--- src/rtl/eeprom_i2c_pkg.sv ---
package eeprom_i2c_pkg;

    typedef enum logic [2:0] {
        ST_IDLE,
        ST_DEV,
        ST_WADR,
        ST_WDAT,
        ST_ACK,
        ST_TX,
        ST_MACK
    } eng_state_t;

    localparam logic [3:0] DEV_TYPE = 4'b1010;

endpackage

--- src/rtl/i2c_line_filter.sv ---
module i2c_line_filter #(
    parameter int SYNC_STAGES = 2,
    parameter int WIN         = 3
) (
    input  logic clk,
    input  logic rst_n,
    input  logic d,
    output logic q
);
    localparam int CW = $clog2(WIN + 1);

    logic [SYNC_STAGES-1:0] sync_r;
    logic [WIN-1:0]         hist_r;
    logic [CW-1:0]          ones;

    always_ff @(posedge clk or negedge rst_n) begin
        if (!rst_n) begin
            sync_r <= '1;
            hist_r <= '1;
            q      <= 1'b1;
        end else begin
            sync_r <= {sync_r[SYNC_STAGES-2:0], d};
            hist_r <= {hist_r[WIN-2:0], sync_r[SYNC_STAGES-1]};
            q      <= (ones > CW'(WIN / 2));
        end
    end

    always_comb begin
        ones = '0;
        for (int i = 0; i < WIN; i++) begin
            ones = ones + CW'(hist_r[i]);
        end
    end

endmodule

--- src/rtl/i2c_bus_events.sv ---
module i2c_bus_events (
    input  logic clk,
    input  logic rst_n,
    input  logic scl,
    input  logic sda,
    output logic start_ev,
    output logic stop_ev,
    output logic scl_rise,
    output logic scl_fall
);
    logic scl_q, sda_q;

    always_ff @(posedge clk or negedge rst_n) begin
        if (!rst_n) begin
            scl_q <= 1'b1;
            sda_q <= 1'b1;
        end else begin
            scl_q <= scl;
            sda_q <= sda;
        end
    end

    assign start_ev = scl & scl_q & sda_q & ~sda;
    assign stop_ev  = scl & scl_q & ~sda_q & sda;
    assign scl_rise = scl & ~scl_q;
    assign scl_fall = ~scl & scl_q;

endmodule

--- src/rtl/eeprom_i2c_engine.sv ---
module eeprom_i2c_engine
    import eeprom_i2c_pkg::*;
#(
    parameter int MEM_512   = 0,
    parameter int PAGE_BITS = 4,
    parameter int FILT_WIN  = 3,
    localparam int AW       = (MEM_512 != 0) ? 9 : 8
) (
    input  logic          clk,
    input  logic          rst_n,
    input  logic          scl_in,
    input  logic          sda_in,
    output logic          sda_oe,
    input  logic [2:0]    strap,
    input  logic          busy,
    output logic          wr_en,
    output logic [AW-1:0] wr_addr,
    output logic [7:0]    wr_data,
    output logic          rd_req,
    output logic [AW-1:0] rd_addr,
    input  logic [7:0]    rd_data
);
    logic scl_f, sda_f;
    logic start_ev, stop_ev, scl_rise, scl_fall;

    i2c_line_filter #(.SYNC_STAGES(2), .WIN(FILT_WIN)) u_scl_filt (
        .clk(clk), .rst_n(rst_n), .d(scl_in), .q(scl_f));
    i2c_line_filter #(.SYNC_STAGES(2), .WIN(FILT_WIN)) u_sda_filt (
        .clk(clk), .rst_n(rst_n), .d(sda_in), .q(sda_f));

    i2c_bus_events u_events (
        .clk(clk), .rst_n(rst_n), .scl(scl_f), .sda(sda_f),
        .start_ev(start_ev), .stop_ev(stop_ev),
        .scl_rise(scl_rise), .scl_fall(scl_fall));

    eng_state_t    state, state_nx, after_ack;
    logic [3:0]    bit_cnt;
    logic [7:0]    shreg, txsh, rdbuf;
    logic [AW-1:0] ptr, ptr_sel, ptr_pg;
    logic          m_acked, rd_pend;
    logic          strap_ok, dev_hit, byte_done;

    // Array-size variant: strap comparison and ninth address bit
    if (MEM_512 != 0) begin : g_big
        assign strap_ok = (shreg[3:2] == strap[2:1]);
        assign ptr_sel  = {shreg[1], ptr[7:0]};
    end else begin : g_small
        assign strap_ok = (shreg[3:1] == strap);
        assign ptr_sel  = ptr;
    end

    assign dev_hit   = (shreg[7:4] == DEV_TYPE) && strap_ok && !busy;
    assign byte_done = scl_fall && (bit_cnt == 4'd8);
    assign ptr_pg    = {ptr[AW-1:PAGE_BITS], ptr[PAGE_BITS-1:0] + 1'b1};

    // State register
    always_ff @(posedge clk or negedge rst_n) begin
        if (!rst_n) state <= ST_IDLE;
        else        state <= state_nx;
    end

    // Next-state logic
    always_comb begin
        state_nx = state;
        if (start_ev) begin
            state_nx = ST_DEV;
        end else if (stop_ev) begin
            state_nx = ST_IDLE;
        end else begin
            unique case (state)
                ST_IDLE: state_nx = ST_IDLE;
                ST_DEV:  if (byte_done) state_nx = dev_hit ? ST_ACK : ST_IDLE;
                ST_WADR: if (byte_done) state_nx = ST_ACK;
                ST_WDAT: if (byte_done) state_nx = ST_ACK;
                ST_ACK:  if (scl_fall)  state_nx = after_ack;
                ST_TX:   if (byte_done) state_nx = ST_MACK;
                ST_MACK: if (scl_fall)  state_nx = m_acked ? ST_TX : ST_IDLE;
                default: state_nx = ST_IDLE;
            endcase
        end
    end

    // Datapath and outputs
    always_ff @(posedge clk or negedge rst_n) begin
        if (!rst_n) begin
            bit_cnt   <= '0;
            shreg     <= '0;
            txsh      <= '0;
            rdbuf     <= '0;
            ptr       <= '0;
            after_ack <= ST_IDLE;
            m_acked   <= 1'b0;
            rd_pend   <= 1'b0;
            sda_oe    <= 1'b0;
            wr_en     <= 1'b0;
            wr_addr   <= '0;
            wr_data   <= '0;
            rd_req    <= 1'b0;
            rd_addr   <= '0;
        end else begin
            wr_en   <= 1'b0;
            rd_req  <= 1'b0;
            rd_pend <= rd_req;
            if (rd_pend) rdbuf <= rd_data;

            if (start_ev || stop_ev) begin
                bit_cnt <= '0;
                sda_oe  <= 1'b0;
            end else begin
                unique case (state)
                    ST_IDLE: ;
                    ST_DEV, ST_WADR, ST_WDAT: begin
                        if (scl_rise) begin
                            shreg   <= {shreg[6:0], sda_f};
                            bit_cnt <= bit_cnt + 4'd1;
                        end else if (byte_done) begin
                            if (state == ST_DEV) begin
                                if (dev_hit) begin
                                    sda_oe <= 1'b1;
                                    if (shreg[0]) begin
                                        after_ack <= ST_TX;
                                        rd_req    <= 1'b1;
                                        rd_addr   <= ptr_sel;
                                        ptr       <= ptr_sel + 1'b1;
                                    end else begin
                                        after_ack <= ST_WADR;
                                        ptr       <= ptr_sel;
                                    end
                                end
                            end else if (state == ST_WADR) begin
                                sda_oe    <= 1'b1;
                                ptr[7:0]  <= shreg;
                                after_ack <= ST_WDAT;
                            end else begin
                                sda_oe    <= 1'b1;
                                wr_en     <= 1'b1;
                                wr_addr   <= ptr;
                                wr_data   <= shreg;
                                ptr       <= ptr_pg;
                                after_ack <= ST_WDAT;
                            end
                        end
                    end
                    ST_ACK: begin
                        if (scl_fall) begin
                            bit_cnt <= '0;
                            if (after_ack == ST_TX) begin
                                txsh   <= rdbuf;
                                sda_oe <= ~rdbuf[7];
                            end else begin
                                sda_oe <= 1'b0;
                            end
                        end
                    end
                    ST_TX: begin
                        if (scl_rise) begin
                            bit_cnt <= bit_cnt + 4'd1;
                        end else if (scl_fall) begin
                            if (bit_cnt == 4'd8) begin
                                sda_oe <= 1'b0;
                            end else begin
                                txsh   <= {txsh[6:0], 1'b0};
                                sda_oe <= ~txsh[6];
                            end
                        end
                    end
                    ST_MACK: begin
                        if (scl_rise) begin
                            m_acked <= ~sda_f;
                            if (!sda_f) begin
                                rd_req  <= 1'b1;
                                rd_addr <= ptr;
                                ptr     <= ptr + 1'b1;
                            end
                        end else if (scl_fall) begin
                            bit_cnt <= '0;
                            if (m_acked) begin
                                txsh   <= rdbuf;
                                sda_oe <= ~rdbuf[7];
                            end
                        end
                    end
                    default: ;
                endcase
            end
        end
    end

endmodule

--- config.mk ---
export PLATFORM = sky130hd
export DESIGN_NAME = eeprom_i2c_engine
export DESIGN_NICKNAME = d
export VERILOG_FILES = /design/src/rtl/eeprom_i2c_pkg.sv /design/src/rtl/i2c_line_filter.sv /design/src/rtl/i2c_bus_events.sv /design/src/rtl/eeprom_i2c_engine.sv
export SDC_FILE = /design/constraint.sdc
export NUM_CORES = 1
export LEC_CHECK = 0
export BUFFER_PORTS_ARGS = -buffer_cell sky130_fd_sc_hd__buf_4
export CAP_MARGIN = 15
export CORE_UTILIZATION = 63
export DETAILED_ROUTE_END_ITERATION = 12
export PLACE_DENSITY = 0.87
export SLEW_MARGIN = 25
export SYNTH_ARGS = -nofsm -noshare
export SYNTH_HDL_FRONTEND = slang
export SYNTH_SLANG_ARGS = --single-unit
--- constraint.sdc ---
create_clock -name clk -period 5 [get_ports clk]
set_input_delay 0.25 -clock clk [delete_from_list [all_inputs] [get_ports clk]]
set_output_delay 0.25 -clock clk [all_outputs]
set_load 0.01 [all_outputs]
---- After elaboration in Yosys (flattened, before gate mapping) ----
Index checks and enable logic that the tools add are counted.
Widths: inputs -> output; s select.
storage, ports and cells
  word-level logic and storage cells ...... 190
  register bits after elaboration ......... 84
  output and inout bits ................... 27
  input bits .............................. 16
cells by class
  $add $sub $neg .......................... 7
  reduce and logical (&&, ||, !) cells .... 23
  eq/ne operators ......................... 44
  $lt $le $gt $ge ......................... 2
  muxes and demuxes ....................... 73
  bitwise gates (word level) .............. 17
operators with widths
  kind                 count
  $mux 8               15
  $mux 7               8
  $mux 3               12
  $ne 3x3->1 const B   11
  $ne 2x2->1 const B   16
  $pmux 8 s2           2
  $mux 1               27
  $pmux 7 s3           1
  $ne 4x4->1 const B   5
  $reduce_and 10->1    2
  $reduce_and 9->1     2
  $mux 4               4
  $pmux 3 s5           1
  $eq 3x3->1 const B   4
  $pmux 4 s3           1
  $not 1->1            10
  $reduce_and 5->1     2
  $reduce_and 3->1     3
  $add 4x1->4 const B  2
  $add 8x1->8 const B  1
  $eq 4x4->1 const B   2
  $reduce_and 8->1     1
  $and 1x1->1          7
  $eq 3x2->1 const B   2
  other kinds (20)     25

---- Logic depth before layout (Yosys ltp) ----
  depth in word-level cells ............... 9
  mapped depth ............................ 8
  gate-level depth less buffers ........... 7

---- Cells and area by module ----
From an unflattened synthesis, not the netlist that was laid out.
second synthesis, totals
  cells, all modules ...................... 330
  area total of the unflattened synthesis .. 3,881.2 µm²
modules (own cells, without submodules)
  module             cells each  times used  area an instance (µm²)  sequential area each (µm²)
  eeprom_i2c_engine  308         1           3,438.3                 1,751.7
  i2c_line_filter    8           2           177.7                   157.7
  i2c_bus_events     6           1           87.6                    52.6

---- Least setup slack after synthesis ----
OpenSTA, ideal clock, no wires.
  path type ............................... flip-flop to flip-flop
  from .................................... reg bit_cnt[0]
  to ...................................... reg rd_addr[0]
  data required time ...................... 4.875 ns
  path buffers ............................ 0
  arrival ................................. 1.804 ns
  path slack .............................. 3.071 ns
  stages on the path, launching flop included .. 8
  library setup time ...................... 0.125 ns
  clock period less this slack ............ 1.929 ns
  path through ............................ dfrtp_1 > inv_1 > ha_1 > and3b_2 > nand2_4 > nor4b_4 > o2bb2ai_4 > mux2_4
between the ends
  longest elaborated chain between the ends .. 4
ends and longest elaborated chain
  element                     RTL line                  text
  start, declared             eeprom_i2c_engine.sv:37   logic [3:0] bit_cnt;
  start signal, assigned      eeprom_i2c_engine.sv:115  bit_cnt <= bit_cnt + 4'd1;
  start signal, assigned      eeprom_i2c_engine.sv:157  bit_cnt <= bit_cnt + 4'd1;
  $eq 4x4->1                  eeprom_i2c_engine.sv:53   assign byte_done = scl_fall && (bit_cnt == 4'd8);
  $logic_and 1x1->1           eeprom_i2c_engine.sv:53
  $ne 2x2->1 (no line)        n/a
  $reduce_and 9->1 (no line)  n/a
  end signal, assigned        eeprom_i2c_engine.sv:123  rd_addr <= ptr_sel;
  end signal, assigned        eeprom_i2c_engine.sv:172  rd_addr <= ptr;
  end, declared               eeprom_i2c_engine.sv:20   output logic [AW-1:0] rd_addr,
Every way passes these cells.
A chain may end at the register's enable or synchronous reset.

---- Final worst setup path ----
  from .................................... reg state[2]
  to ...................................... reg txsh[1]
between the ends
  longest elaborated chain between the ends .. 3
  elaborated cells between the ends (all ways) .. 14
  those cells by class .................... eq/ne (11); mux (1); reduce/logical (2)
ends and longest elaborated chain
  element                                                    RTL line                  text
  start, declared                                            eeprom_i2c_engine.sv:36   eng_state_t state, state_nx, after_ack;
  start signal, assigned                                     eeprom_i2c_engine.sv:59   else state <= state_nx;
  $eq 3x3->1                                                 eeprom_i2c_engine.sv:110  unique case (state)
  $ne 2x2->1 (no line) or $reduce_bool 3->1 (tied branches)  n/a
  $reduce_and 10->1 (no line)                                n/a
  end signal, assigned                                       eeprom_i2c_engine.sv:148  txsh <= rdbuf;
  end signal, assigned                                       eeprom_i2c_engine.sv:162  txsh <= {txsh[6:0], 1'b0};
  end signal, assigned                                       eeprom_i2c_engine.sv:178  txsh <= rdbuf;
  end, declared                                              eeprom_i2c_engine.sv:38   logic [7:0] shreg, txsh, rdbuf;
Parallel ways exist; a longest one is shown, timed or not.

==> impl_metrics.yaml <==
outcome:
  status: "finished clean"
timing:
  slew_viol_final: 0
  fin_crit_ns: 2.34
  hold_viol: 0
  period_share_pct: 46.9
  rsz0062_at_grt: "no"
  max_slew.worst_pin.slew_ns: 0.875
  relSlewSlack_pct: 41.7
  finalSetupTns_ns: 0
  max_freq_ghz: 0.427
  setup_viol: 0
  skew_ns: 0.0106
critical_path:
  path_class: "flip-flop to flip-flop"
  reg2reg_depth: 5
  worst_path_max_delay_cell: "a221oi_2"
  cp-end-kind: "flip-flop"
  worst-path-max-fanout: 18
  r2r_setup_slack_ns: 2.66
  arrival_ns: 2.62
  rr_startpoint: "state[2]"
  path_cells: "and2b_1 > o21ai_1 > a221oi_2 > nor2_1 > a21oi_1"
  max_stage_delay_ns: 0.78
  critPathLaunchType: "flip-flop"
  timing.rr.end: "txsh[1]"
  cp.required_ns: 5.28
floorplanning:
  die-area_um2: 6520
  start_util_pct: 65.6
  core.rowCount: 28
  core_um2: 5960
  die_w_um: 80.7
  pin_count: 43
  die_y_um: 80.7
route:
  antenna_left: 0
  wl_mm: 7.43
  wl_per_cell_um: 17.2
  drc: 0
  dr.pass1.iters: 5
  vias_per_cell: 6.00
  vias: 2588
  drt_iter0_drc: 198
layout:
  area_delta_synth_final_pct: 15.2
  finalNetCount: 372
  drive_gt1_share_pct: 36.5
  final_util_pct: 75.5
  diodes: 0
  fin_cells: 431
power:
  combPwrFrac_pct: 21.5
  p_sw_share_pct: 31.5
  max-vdd-ir-drop_uv: 317
  p_sw_uw: 575
  p_seq_share_pct: 49.6
  leakage_uw: 0.00216
  power.density_nw_per_um2: 405
  clockPowerShare_pct: 28.9
  p_int_uw: 1250
place:
  place_inst: 412
  portBuffers: 42
  hpwl_mm: 5.07
  place_congestion: 0.912
synthesis:
  synth_area_per_cell_um2: 12.8
  synthCells: 305
  ys_warn_count: 0
  synth_fp_nets: 326
  yosysUniqueCellTypes: 68
  ys_seq_elements: 84
  async_reset_ff_share_pct: 100
  synth_edf_count: 0
  synth_flop_cell: "dfrtp_1"
  ys_seq_area_share_pct: 54.3
  synth.cell_area_um2: 3900
hold_path:
  min_path_type: "input pin to flip-flop"
  hold_start: "rd_data[3]"
  holdPathEnd: "rdbuf[3]"
  hold_path_depth: 2
grt:
  antenna_found_initial: 0
  grt_pass1_wl_mm: 12.2
  grtUsageTotal_pct: 25.3
  grt_pass1_vias: 2499
  overflow: 0
  grt_max_degree: 85
clock_network:
  clk_pin_slew_ns: 0.08
  cts_max_level: 3
  clock_path_buffers: 2
  cts_setup_buffers: 0
  cts_buffers: 9
  cts_root_buf: "clkbuf_8"
  cts_num_sinks: 84
  insertion_delay_ns: 0.35
  cts_tree: "done"
job:
  cap_violations: 0
-- through the flow --
step / worst slack (ns) / total power [uW] / hold slack [ns] / instance area [um^2]
after floorplan: 3.07 / 1180 / -0.0456 / 3910
after global placement: 2.73 / 1270 / 0.346 / 4250
after detailed placement: 2.69 / 1290 / 0.347 / 4250
after CTS: 2.67 / 1830 / 0.106 / 4480
after global routing: 2.43 / 1920 / 0.108 / 4500
final: 2.66 / 1820 / 0.125 / 4500
-- state kept, by name, indices dropped and copies added (netlist names) --
signal	flops
after_ack	3
bit_cnt	4
m_acked	1
ptr	8
rd_addr	8
rd_pend	1
rd_req	1
rdbuf	8
sda_oe	1
shreg	8
state	3
txsh	7
u_events.scl_q	1
u_events.sda_q	1
u_scl_filt.hist_r	3
u_scl_filt.q	1
u_scl_filt.sync_r	2
u_sda_filt.hist_r	3
u_sda_filt.q	1
u_sda_filt.sync_r	2
wr_addr	8
wr_data	8
wr_en	1
-- worst max-delay path: cells and delay by family, from the launching register on --
family             cells  cell delay [ns]
DFF                    1             0.64
AOI/OAI and AO/OA      3             1.12
and+or+nand+nor        2             0.51
-- final cells by class --
cell class | count | area, um^2
clock buffer | 12 | 145
clock inverter | 4 | 72.6
fill | 398 | 1460
inverter | 7 | 26.3
multi-input combinational | 204 | 1690
sequential | 84 | 2120
tap | 75 | 93.8
timing repair buffer | 45 | 349
-- repair_timing --
item,4_1_cts,5_1_grt
endpoints found under the setup margin,0,0
hold endpoints to repair,2,13
hold buffers,2,1
gates resized for setup,0,0
-- synthesized netlist by cell type (all sizes together), types with 2 or more instances --
cell     count  share of area, %
o31ai        3              0.93
nor3b        2              0.51
dfrtp       70                45
xnor2        5               1.1
nand2       22               2.3
dfstp       14               9.4
a21oi       15               1.9
nor2        18               2.0
a21o         2              0.38
ha           5               1.6
a211oi       3              0.58
o211ai       2              0.38
inv          7              0.67
and2b        3              0.61
a31oi        2              0.32
nand3        8               1.5
a22o         2              0.45
nand3b       3              0.99
and3b        2              0.48
nor3         2              0.54
o21ai       18               2.3
a221oi       2               1.1
mux2        43                14
or2b         2              0.38
and3         2              0.32
nand2b       4              0.64
and2         2              0.32
buf          9               1.6
nor2b        2              0.32
o21a         2              0.38
mux2i        8               2.1
xor2         4              0.90
o2bb2ai      2              0.93
-- power by group through the flow --
stage / Clock, uW / Combinational [uW] / Sequential [uW]
final: 527 / 393 / 904
after global routing: 568 / 432 / 918
after CTS: 536 / 390 / 900
after detailed placement: 0 / 380 / 912
after global placement: 0 / 361 / 905
after floorplan: 0 / 318 / 859
-- cells by family (layout without fill, tap and decap cells) --
group | count (synthesis) | after routing | share of synthesized area (%)
and+or+nand+nor | 75 | 75 | 11.9
buffers and inverters | 17 | 68 | 2.40
DFF | 84 | 84 | 54.3
muxes | 51 | 51 | 15.6
adders and majority gates | 5 | 5 | 1.60
xor gates and xnor gates | 9 | 9 | 2.02
AOI/OAI and AO/OA | 64 | 64 | 12.2
-- worst max path at each step --
stage / from / to / slack, ns / depth (start not counted)
3_3_place_gp: state[1] / wr_data[4] / 2.73 / 4
4_1_cts: state[1] / wr_addr[3] / 2.67 / 4
6_report: state[2] / txsh[1] / 2.66 / 5
2_1_floorplan: bit_cnt[0] / rd_addr[0] / 3.07 / 7
3_5_place_dp: state[1] / wr_addr[3] / 2.69 / 4
5_1_grt: state[2] / txsh[1] / 2.43 / 5
-- metal layers --
metal | global-route usage [%] | wire, um | vias up | part of all wire (%)
met5 | 0 | 0 | - | 0
met4 | 9.11 | 73 | 0 | 0.98
met3 | 6.97 | 402 | 10 | 5.4
met2 | 38.3 | 3590 | 94 | 48
met1 | 35.1 | 3370 | 1291 | 45
li1 | - | - | 1193 | -
-- cell usage in the layout, fill, tap and decap left out, drive strengths merged, types with 4 or more instances in the layout --
cell / instances
nand3: 8
dfstp: 14
ha: 5
mux2i: 8
clkbuf: 12
xor2: 4
xnor2: 5
dfrtp: 70
nand2b: 4
mux2: 43
buf: 42
nor2: 18
inv: 7
o21ai: 18
a21oi: 15
nand2: 22
No activity file was read; power rests on OpenSTA's default activity.
